## src/rtl/pfu_pkg.sv

```systemverilog
package pfu_pkg;
  localparam int BYTE_W = 8;
  localparam int PAL_N  = 16;
  localparam int IDX_W  = $clog2(PAL_N);

  typedef enum logic [1:0] {
    PH_SYNC   = 2'd0,
    PH_BLANK  = 2'd1,
    PH_BORDER = 2'd2,
    PH_DISP   = 2'd3
  } phase_e;

  typedef enum logic [1:0] {
    DP_1 = 2'd0,
    DP_2 = 2'd1,
    DP_4 = 2'd2,
    DP_8 = 2'd3
  } depth_e;

  // one display enable travelling down the pipe
  typedef struct packed {
    logic       vld;
    logic       fetched;
    depth_e     depth;
    logic [1:0] sel;
  } slot_t;
endpackage

```

## src/rtl/pfu_addr_gen.sv

```systemverilog
module pfu_addr_gen #(
  parameter int AW = 16
) (
  input  logic          clk_i,
  input  logic          rst_ni,
  input  logic          rd_i,
  input  logic          frame_i,
  input  logic [AW-1:0] frame_base_i,
  input  logic [AW-1:0] buf_start_i,
  input  logic [AW-1:0] buf_end_i,
  output logic [AW-1:0] addr_o
);
  localparam logic [AW-1:0] ONE = {{(AW-1){1'b0}}, 1'b1};

  logic [AW-1:0] addr_q, inc, nxt;

  always_comb begin
    inc = addr_q + ONE;
    nxt = addr_q;
    if (frame_i)   nxt = frame_base_i;
    else if (rd_i) nxt = (inc == buf_end_i) ? buf_start_i : inc;
  end

  always_ff @(posedge clk_i or negedge rst_ni) begin
    if (!rst_ni) addr_q <= '0;
    else         addr_q <= nxt;
  end

  assign addr_o = addr_q;

  a_r2_step: assert property (@(posedge clk_i) disable iff (!rst_ni)
    (rd_i && !frame_i && (addr_q + ONE != buf_end_i)) |=> (addr_q == $past(addr_q) + ONE));
  a_r2_wrap: assert property (@(posedge clk_i) disable iff (!rst_ni)
    (rd_i && !frame_i && (addr_q + ONE == buf_end_i)) |=> (addr_q == $past(buf_start_i)));
  a_r2_hold: assert property (@(posedge clk_i) disable iff (!rst_ni)
    (!rd_i && !frame_i) |=> $stable(addr_q));
  a_r3_frame_load: assert property (@(posedge clk_i) disable iff (!rst_ni)
    frame_i |=> (addr_q == $past(frame_base_i)));
endmodule

```

## src/rtl/pfu_fetch_ctrl.sv

```systemverilog
module pfu_fetch_ctrl
  import pfu_pkg::*;
#(
  parameter int CNT_W = 10
) (
  input  logic       clk_i,
  input  logic       rst_ni,
  input  logic       half_en_i,
  input  logic [1:0] phase_i,
  input  logic [1:0] depth_i,
  input  logic       line_start_i,
  output logic       rd_o,
  output slot_t      slot_o
);
  localparam logic [CNT_W-1:0] ONE = {{(CNT_W-1){1'b0}}, 1'b1};

  phase_e           ph;
  depth_e           dp;
  logic             en, fetch, second_q;
  logic [CNT_W-1:0] cnt_q, cnt_use;
  slot_t            slot_q;

  assign ph      = phase_e'(phase_i);
  assign dp      = depth_e'(depth_i);
  assign en      = half_en_i && (ph == PH_DISP);
  assign cnt_use = line_start_i ? '0 : cnt_q;

  always_comb begin
    unique case (dp)
      DP_1:    fetch = en && (cnt_use[1:0] == 2'b00);
      DP_2:    fetch = en && !cnt_use[0];
      default: fetch = en;
    endcase
  end

  always_ff @(posedge clk_i or negedge rst_ni) begin
    if (!rst_ni) begin
      cnt_q    <= '0;
      second_q <= 1'b0;
      slot_q   <= '0;
    end else begin
      cnt_q          <= en ? cnt_use + ONE : cnt_use;
      second_q       <= en && (dp == DP_8);
      slot_q.vld     <= en;
      slot_q.fetched <= fetch;
      slot_q.depth   <= dp;
      slot_q.sel     <= cnt_use[1:0];
    end
  end

  assign rd_o   = fetch | second_q;
  assign slot_o = slot_q;

  a_r7_second_read: assert property (@(posedge clk_i) disable iff (!rst_ni)
    (en && dp == DP_8) |=> rd_o);
  a_r10_no_idle_read: assert property (@(posedge clk_i) disable iff (!rst_ni)
    rd_o |-> (en || $past(en && dp == DP_8)));
  a_r8_line_clear: assert property (@(posedge clk_i) disable iff (!rst_ni)
    (line_start_i && en) |-> rd_o);
endmodule

```

## src/rtl/pfu_unpack.sv

```systemverilog
module pfu_unpack
  import pfu_pkg::*;
#(
  parameter int CW = 12
) (
  input  logic                  clk_i,
  input  logic                  rst_ni,
  input  slot_t                 slot_i,
  input  logic [BYTE_W-1:0]     mem_data_i,
  input  logic [PAL_N*CW-1:0]   palette_i,
  output logic [CW-1:0]         pix_o,
  output logic                  pix_valid_o
);
  slot_t             s2_q;
  logic [BYTE_W-1:0] hold_q;
  logic [IDX_W-1:0]  i0, i1;
  logic [CW-1:0]     pal [PAL_N];
  logic [CW-1:0]     head_q, tail_q;
  logic [1:0]        left_q;

  for (genvar g = 0; g < PAL_N; g++) begin : g_pal
    assign pal[g] = palette_i[g*CW +: CW];
  end

  // hold_q is the first byte, mem_data_i the second one in 8 bpp
  always_comb begin
    unique case (s2_q.depth)
      DP_1: begin
        i0 = {{(IDX_W-1){1'b0}}, hold_q[{s2_q.sel, 1'b0}]};
        i1 = {{(IDX_W-1){1'b0}}, hold_q[{s2_q.sel, 1'b1}]};
      end
      DP_2: begin
        i0 = {2'b00, s2_q.sel[0] ? hold_q[5:4] : hold_q[1:0]};
        i1 = {2'b00, s2_q.sel[0] ? hold_q[7:6] : hold_q[3:2]};
      end
      DP_4: begin
        i0 = hold_q[3:0];
        i1 = hold_q[7:4];
      end
      default: begin
        i0 = hold_q[3:0];
        i1 = mem_data_i[3:0];
      end
    endcase
  end

  always_ff @(posedge clk_i or negedge rst_ni) begin
    if (!rst_ni) begin
      s2_q   <= '0;
      hold_q <= '0;
      head_q <= '0;
      tail_q <= '0;
      left_q <= '0;
    end else begin
      s2_q <= slot_i;
      if (slot_i.vld && slot_i.fetched) hold_q <= mem_data_i;
      if (s2_q.vld) begin
        head_q <= pal[i0];
        tail_q <= pal[i1];
        left_q <= 2'd2;
      end else if (left_q != 2'd0) begin
        head_q <= tail_q;
        left_q <= left_q - 2'd1;
      end
    end
  end

  assign pix_o       = head_q;
  assign pix_valid_o = (left_q != 2'd0);

  a_r9_two_pixels: assert property (@(posedge clk_i) disable iff (!rst_ni)
    $rose(pix_valid_o) |=> pix_valid_o);
  a_r9_load_valid: assert property (@(posedge clk_i) disable iff (!rst_ni)
    s2_q.vld |=> pix_valid_o);
endmodule

```

## src/rtl/pix_fetch_unpack.sv

```systemverilog
module pix_fetch_unpack
  import pfu_pkg::*;
#(
  parameter int AW    = 16,
  parameter int CW    = 12,
  parameter int CNT_W = 10
) (
  input  logic                clk_i,
  input  logic                rst_ni,
  input  logic                half_en_i,
  input  logic [1:0]          phase_i,
  input  logic [1:0]          depth_i,
  input  logic                line_start_i,
  input  logic                frame_start_i,
  input  logic [AW-1:0]       frame_base_i,
  input  logic [AW-1:0]       buf_start_i,
  input  logic [AW-1:0]       buf_end_i,
  input  logic [16*CW-1:0]    palette_i,
  input  logic [CW-1:0]       border_i,
  output logic                mem_rd_o,
  output logic [AW-1:0]       mem_addr_o,
  input  logic [7:0]          mem_data_i,
  output logic [CW-1:0]       pix_o,
  output logic                pix_valid_o
);
  slot_t         slot;
  logic          rd;
  logic [CW-1:0] pix_q;
  logic          vld_q;

  pfu_fetch_ctrl #(.CNT_W(CNT_W)) i_ctrl (
    .clk_i, .rst_ni, .half_en_i, .phase_i, .depth_i, .line_start_i,
    .rd_o(rd), .slot_o(slot)
  );

  pfu_addr_gen #(.AW(AW)) i_addr (
    .clk_i, .rst_ni, .rd_i(rd), .frame_i(frame_start_i),
    .frame_base_i, .buf_start_i, .buf_end_i, .addr_o(mem_addr_o)
  );

  pfu_unpack #(.CW(CW)) i_unp (
    .clk_i, .rst_ni, .slot_i(slot), .mem_data_i, .palette_i,
    .pix_o(pix_q), .pix_valid_o(vld_q)
  );

  assign mem_rd_o    = rd;
  assign pix_valid_o = vld_q;
  assign pix_o       = vld_q ? pix_q
                     : (phase_e'(phase_i) == PH_BORDER) ? border_i : '0;

  a_r9_latency: assert property (@(posedge clk_i) disable iff (!rst_ni)
    (half_en_i && phase_i == 2'd3) |-> ##3 pix_valid_o);
  a_r10_blank_no_pix: assert property (@(posedge clk_i) disable iff (!rst_ni)
    (half_en_i && phase_i != 2'd3) |-> !mem_rd_o || $past(half_en_i && phase_i == 2'd3 && depth_i == 2'd3));
endmodule

```

## config.mk

```make
export PLATFORM = sky130hd
export DESIGN_NAME = pix_fetch_unpack
export DESIGN_NICKNAME = d
export VERILOG_FILES = /design/src/rtl/pfu_pkg.sv /design/src/rtl/pfu_addr_gen.sv /design/src/rtl/pfu_fetch_ctrl.sv /design/src/rtl/pfu_unpack.sv /design/src/rtl/pix_fetch_unpack.sv
export SDC_FILE = /design/constraint.sdc
export NUM_CORES = 1
export LEC_CHECK = 0
export BUFFER_PORTS_ARGS = -buffer_cell sky130_fd_sc_hd__buf_2
export CAP_MARGIN = 20
export CORE_ASPECT_RATIO = 0.5
export CORE_MARGIN = 4
export CORE_UTILIZATION = 45
export CTS_CLUSTER_SIZE = 40
export DETAILED_ROUTE_END_ITERATION = 10
export GPL_ROUTABILITY_DRIVEN = 0
export PLACE_DENSITY_LB_ADDON = 0.2
export REMOVE_ABC_BUFFERS = 1
export SLEW_MARGIN = 20
export SYNTH_ARGS = -nofsm -noshare
export SYNTH_HDL_FRONTEND = slang
export SYNTH_SLANG_ARGS = --single-unit
```

## constraint.sdc

```tcl
create_clock -name clk_i -period 3.4 [get_ports clk_i]
set_input_delay 0.34 -clock clk_i [delete_from_list [all_inputs] [get_ports clk_i]]
set_output_delay 0.34 -clock clk_i [all_outputs]
set_load 0.03 [all_outputs]
```

==> impl_metrics.env <==
export IMPL_register_area_um2=1600
export IMPL_layout_drive_gt1_share=0.304
export IMPL_r2r_end="i_addr.addr_o[0]"
export IMPL_clkLatencyLatePin_ps=340
export IMPL_r2r_slack_ps=270
export IMPL_min_period_ps=3130
export IMPL_pwr_share_clk=0.203
export IMPL_portBuffers=298
export IMPL_rows=32
export IMPL_slew_violations=0
export IMPL_status="finished, final reports clean"
export IMPL_max_freq_ghz=0.319
export IMPL_clock_sinks=64
export IMPL_irDropWorstVdd_mv=0.417
export IMPL_drt_pass1_iterations=5
export IMPL_first_global_vias=8693
export IMPL_synth_area_leader_cell="dfrtp_1"
export IMPL_multi_input_comb_area_um2=5370
export IMPL_finalCritPeriodShare=0.921
export IMPL_n_fill_cell=1483
export IMPL_p_per_area_nw_per_um2=462
export IMPL_cts_tree="yes"
export IMPL_synth_area_um2=7450
export IMPL_crit_path_top_delay_cell="or4_1"
export IMPL_drt_wl_total_mm=29.2
export IMPL_critPathArrivalTime_ps=3390
export IMPL_synth_edf_count=0
export IMPL_first_iter_violations=654
export IMPL_timing_slew_headroom=0.518
export IMPL_setup_viol=0
export IMPL_route_detailed_drc=0
export IMPL_synth_warnings=0
export IMPL_fin_nets=1518
export IMPL_postCtsSetupBuffers=0
export IMPL_cts_htree_levels=3
export IMPL_p_leak_nw=4.63
export IMPL_hold_viol=0
export IMPL_syn2layout_area_growth_pct=27.0
export IMPL_ios=299
export IMPL_grt_max_degree=87
export IMPL_die_w_um=190
export IMPL_ys_seq_area_frac=0.215
export IMPL_final_setup_skew_ps=12.9
export IMPL_cts_buffer_depth=2
export IMPL_worst_pin_slew_ps=705
export IMPL_path_class="register to register"
export IMPL_grt_pass1_wl_mm=45.0
export IMPL_diodes=0
export IMPL_die_height_um=99.0
export IMPL_r2r_start="i_addr.addr_o[0]"
export IMPL_p_int_mw=2.39
export IMPL_cts_hold_buf=0
export IMPL_grt_usage=0.294
export IMPL_synth_ff_latch_count=64
export IMPL_post_drt_wl_per_cell_um=19.9
export IMPL_cp_end_kind="register"
export IMPL_synthArstFlopShare=1.00
export IMPL_viasPerCell=6.05
export IMPL_placed_cell_area_um2=9180
export IMPL_hp_class="primary input to asynchronous set/reset pin"
export IMPL_crit_family="simple AND/OR/NAND/NOR gates"
export IMPL_ctsResizeCount=0
export IMPL_hpwl_mm=21.6
export IMPL_worstPathCellList="ha_1 > nand2_1 > or4_1 > xor2_1 > o2bb2ai_1 > a2111oi_0 > buf_4 > a2111oi_0 > nor3b_1"
export IMPL_synth_top_cell_area_share=0.215
export IMPL_critPathMaxStageDelay_ps=620
export IMPL_p_total_mw=4.37
export IMPL_fin_ws_ps=268
export IMPL_worst_path_buf_inv=1
export IMPL_p_sw_mw=1.98
export IMPL_postLayoutCellArea_um2=9460
export IMPL_dieArea_um2=18800
export IMPL_via_count=8904
export IMPL_synth_area_per_cell_um2=7.57
export IMPL_ant_nets=0
export IMPL_cap_viol_max_count=0
export IMPL_start_kind="register"
export IMPL_final_common_cell="buf_2"
export IMPL_fp_coreArea_um2=15800
export IMPL_grt_antenna_before_repair=0
export IMPL_initial_core_util=0.471
export IMPL_r2r_cells=9
export IMPL_syn_inst=983
export IMPL_share_comb_of_total_power=0.555
export IMPL_rsz0062_at_grt="no"
export IMPL_path_clk_slew_ps=70
export IMPL_post_route_util=0.598
export IMPL_synth_area_leaders="dfrtp_1 22%, mux2i_1 17%, nand2_1 8.2%"
export IMPL_layout_common_cells="298 x buf_2, 162 x nand2_1, 130 x mux2i_1"
export IMPL_power_frac_seq=0.242
export IMPL_crit_top_cell="a2111oi_0"
export IMPL_switching_share=0.454
export IMPL_cp_max_fo=7
export IMPL_numCtsBuffers=9
export IMPL_overflow=0
export IMPL_synth_distinct_cells=67
export IMPL_synth_ff_type="dfrtp_1"
export IMPL_cts_root_buf="clkbuf_16"
export IMPL_crit_required_ps=3660
export IMPL_post_place_ws_ps=343
[cell usage after synthesis, types with 3 or more instances]
master	number
ha_1	3
a2111oi_0	6
a21oi_1	95
mux4_2	3
nand2_1	162
dfrtp_1	64
xnor3_1	5
inv_1	30
mux2_2	12
nand2b_1	5
o221ai_1	11
nand3b_1	3
o21ai_0	23
a211o_1	25
xor2_1	11
nor2b_1	19
xnor2_1	16
nand4_1	4
mux2i_1	130
nand3_1	27
a32oi_1	11
nor2_1	53
and4_1	3
buf_2	19
o22ai_1	35
clkbuf_1	54
nor4_1	34
a21boi_0	3
o211ai_1	3
nor3_1	28
o31ai_1	14
and3_1	6
a211oi_1	16
buf_6	6
[area by class of cell]
class,instances,area share
flip-flops and latches,64,0.169
clock buffers,9,0.0238
inverters,31,0.0123
well taps,221,0.0292
multi-input cells,804,0.568
repair buffers,336,0.192
clock inverters,7,0.00582
[logic make-up after synthesis]
logic type | Yosys count | share of synthesized area
flops | 64 | 0.215
simple gates | 363 | 0.231
mux | 145 | 0.202
compound gates | 260 | 0.229
buf+inv | 115 | 0.0684
fa+ha+maj | 3 | 0.00504
xor+xnor | 33 | 0.0501
[power by group through the flow]
| stage | Sequential [mW] | Combinational [mW] | Clock, mW |
|---|---|---|---|
| 2_1_floorplan | 1.08 | 1.67 | 0 |
| 3_3_place_gp | 1.06 | 2.36 | 0 |
| 3_5_place_dp | 1.06 | 2.39 | 0 |
| 4_1_cts | 1.05 | 2.40 | 0.901 |
| 5_1_grt | 1.08 | 2.62 | 0.945 |
| 6_report | 1.06 | 2.42 | 0.888 |
[registers in the layout (all words and copies together) (netlist names)]
name             flops
i_ctrl.second_q      1
i_unp.tail_q        12
i_unp.left_q         2
i_unp.s2_q           5
i_ctrl.cnt_q         2
i_unp.pix_o         12
i_unp.hold_q         8
i_ctrl.slot_o        6
i_addr.addr_o       16
[stage by stage]
| stage | instances | TNS, ps | hold slack (ps) |
|---|---|---|---|
| after global routing | 1472 | 0 | 117 |
| after global placement | 1456 | 0 | 334 |
| after floorplan | 899 | -61910 | 44.4 |
| after CTS | 1472 | 0 | 81.8 |
| after detailed placement | 1456 | 0 | 335 |
| final | 1472 | 0 | 68.7 |
[layer usage]
layer,global-route usage,vias up,share of wire
met1,0.380,4167,0.40
li1,-,4157,-
met2,0.496,512,0.47
met4,0.104,0,0.031
met5,0,-,0
met3,0.0559,68,0.095
[worst max-delay path by stage]
stage,startpoint,to,slack [ps],cells past startpoint
CTS,i_addr.addr_o[0],i_addr.addr_o[0],330,9
global route,i_addr.addr_o[4],i_addr.addr_o[0],50,7
global placement,i_addr.addr_o[0],i_addr.addr_o[0],430,9
detailed placement,i_addr.addr_o[0],i_addr.addr_o[0],340,9
floorplan,i_unp.s2_q[2],i_unp.pix_o[10],-3560,7
finish,i_addr.addr_o[0],i_addr.addr_o[0],270,9
(Power assumes the default switching activity.)
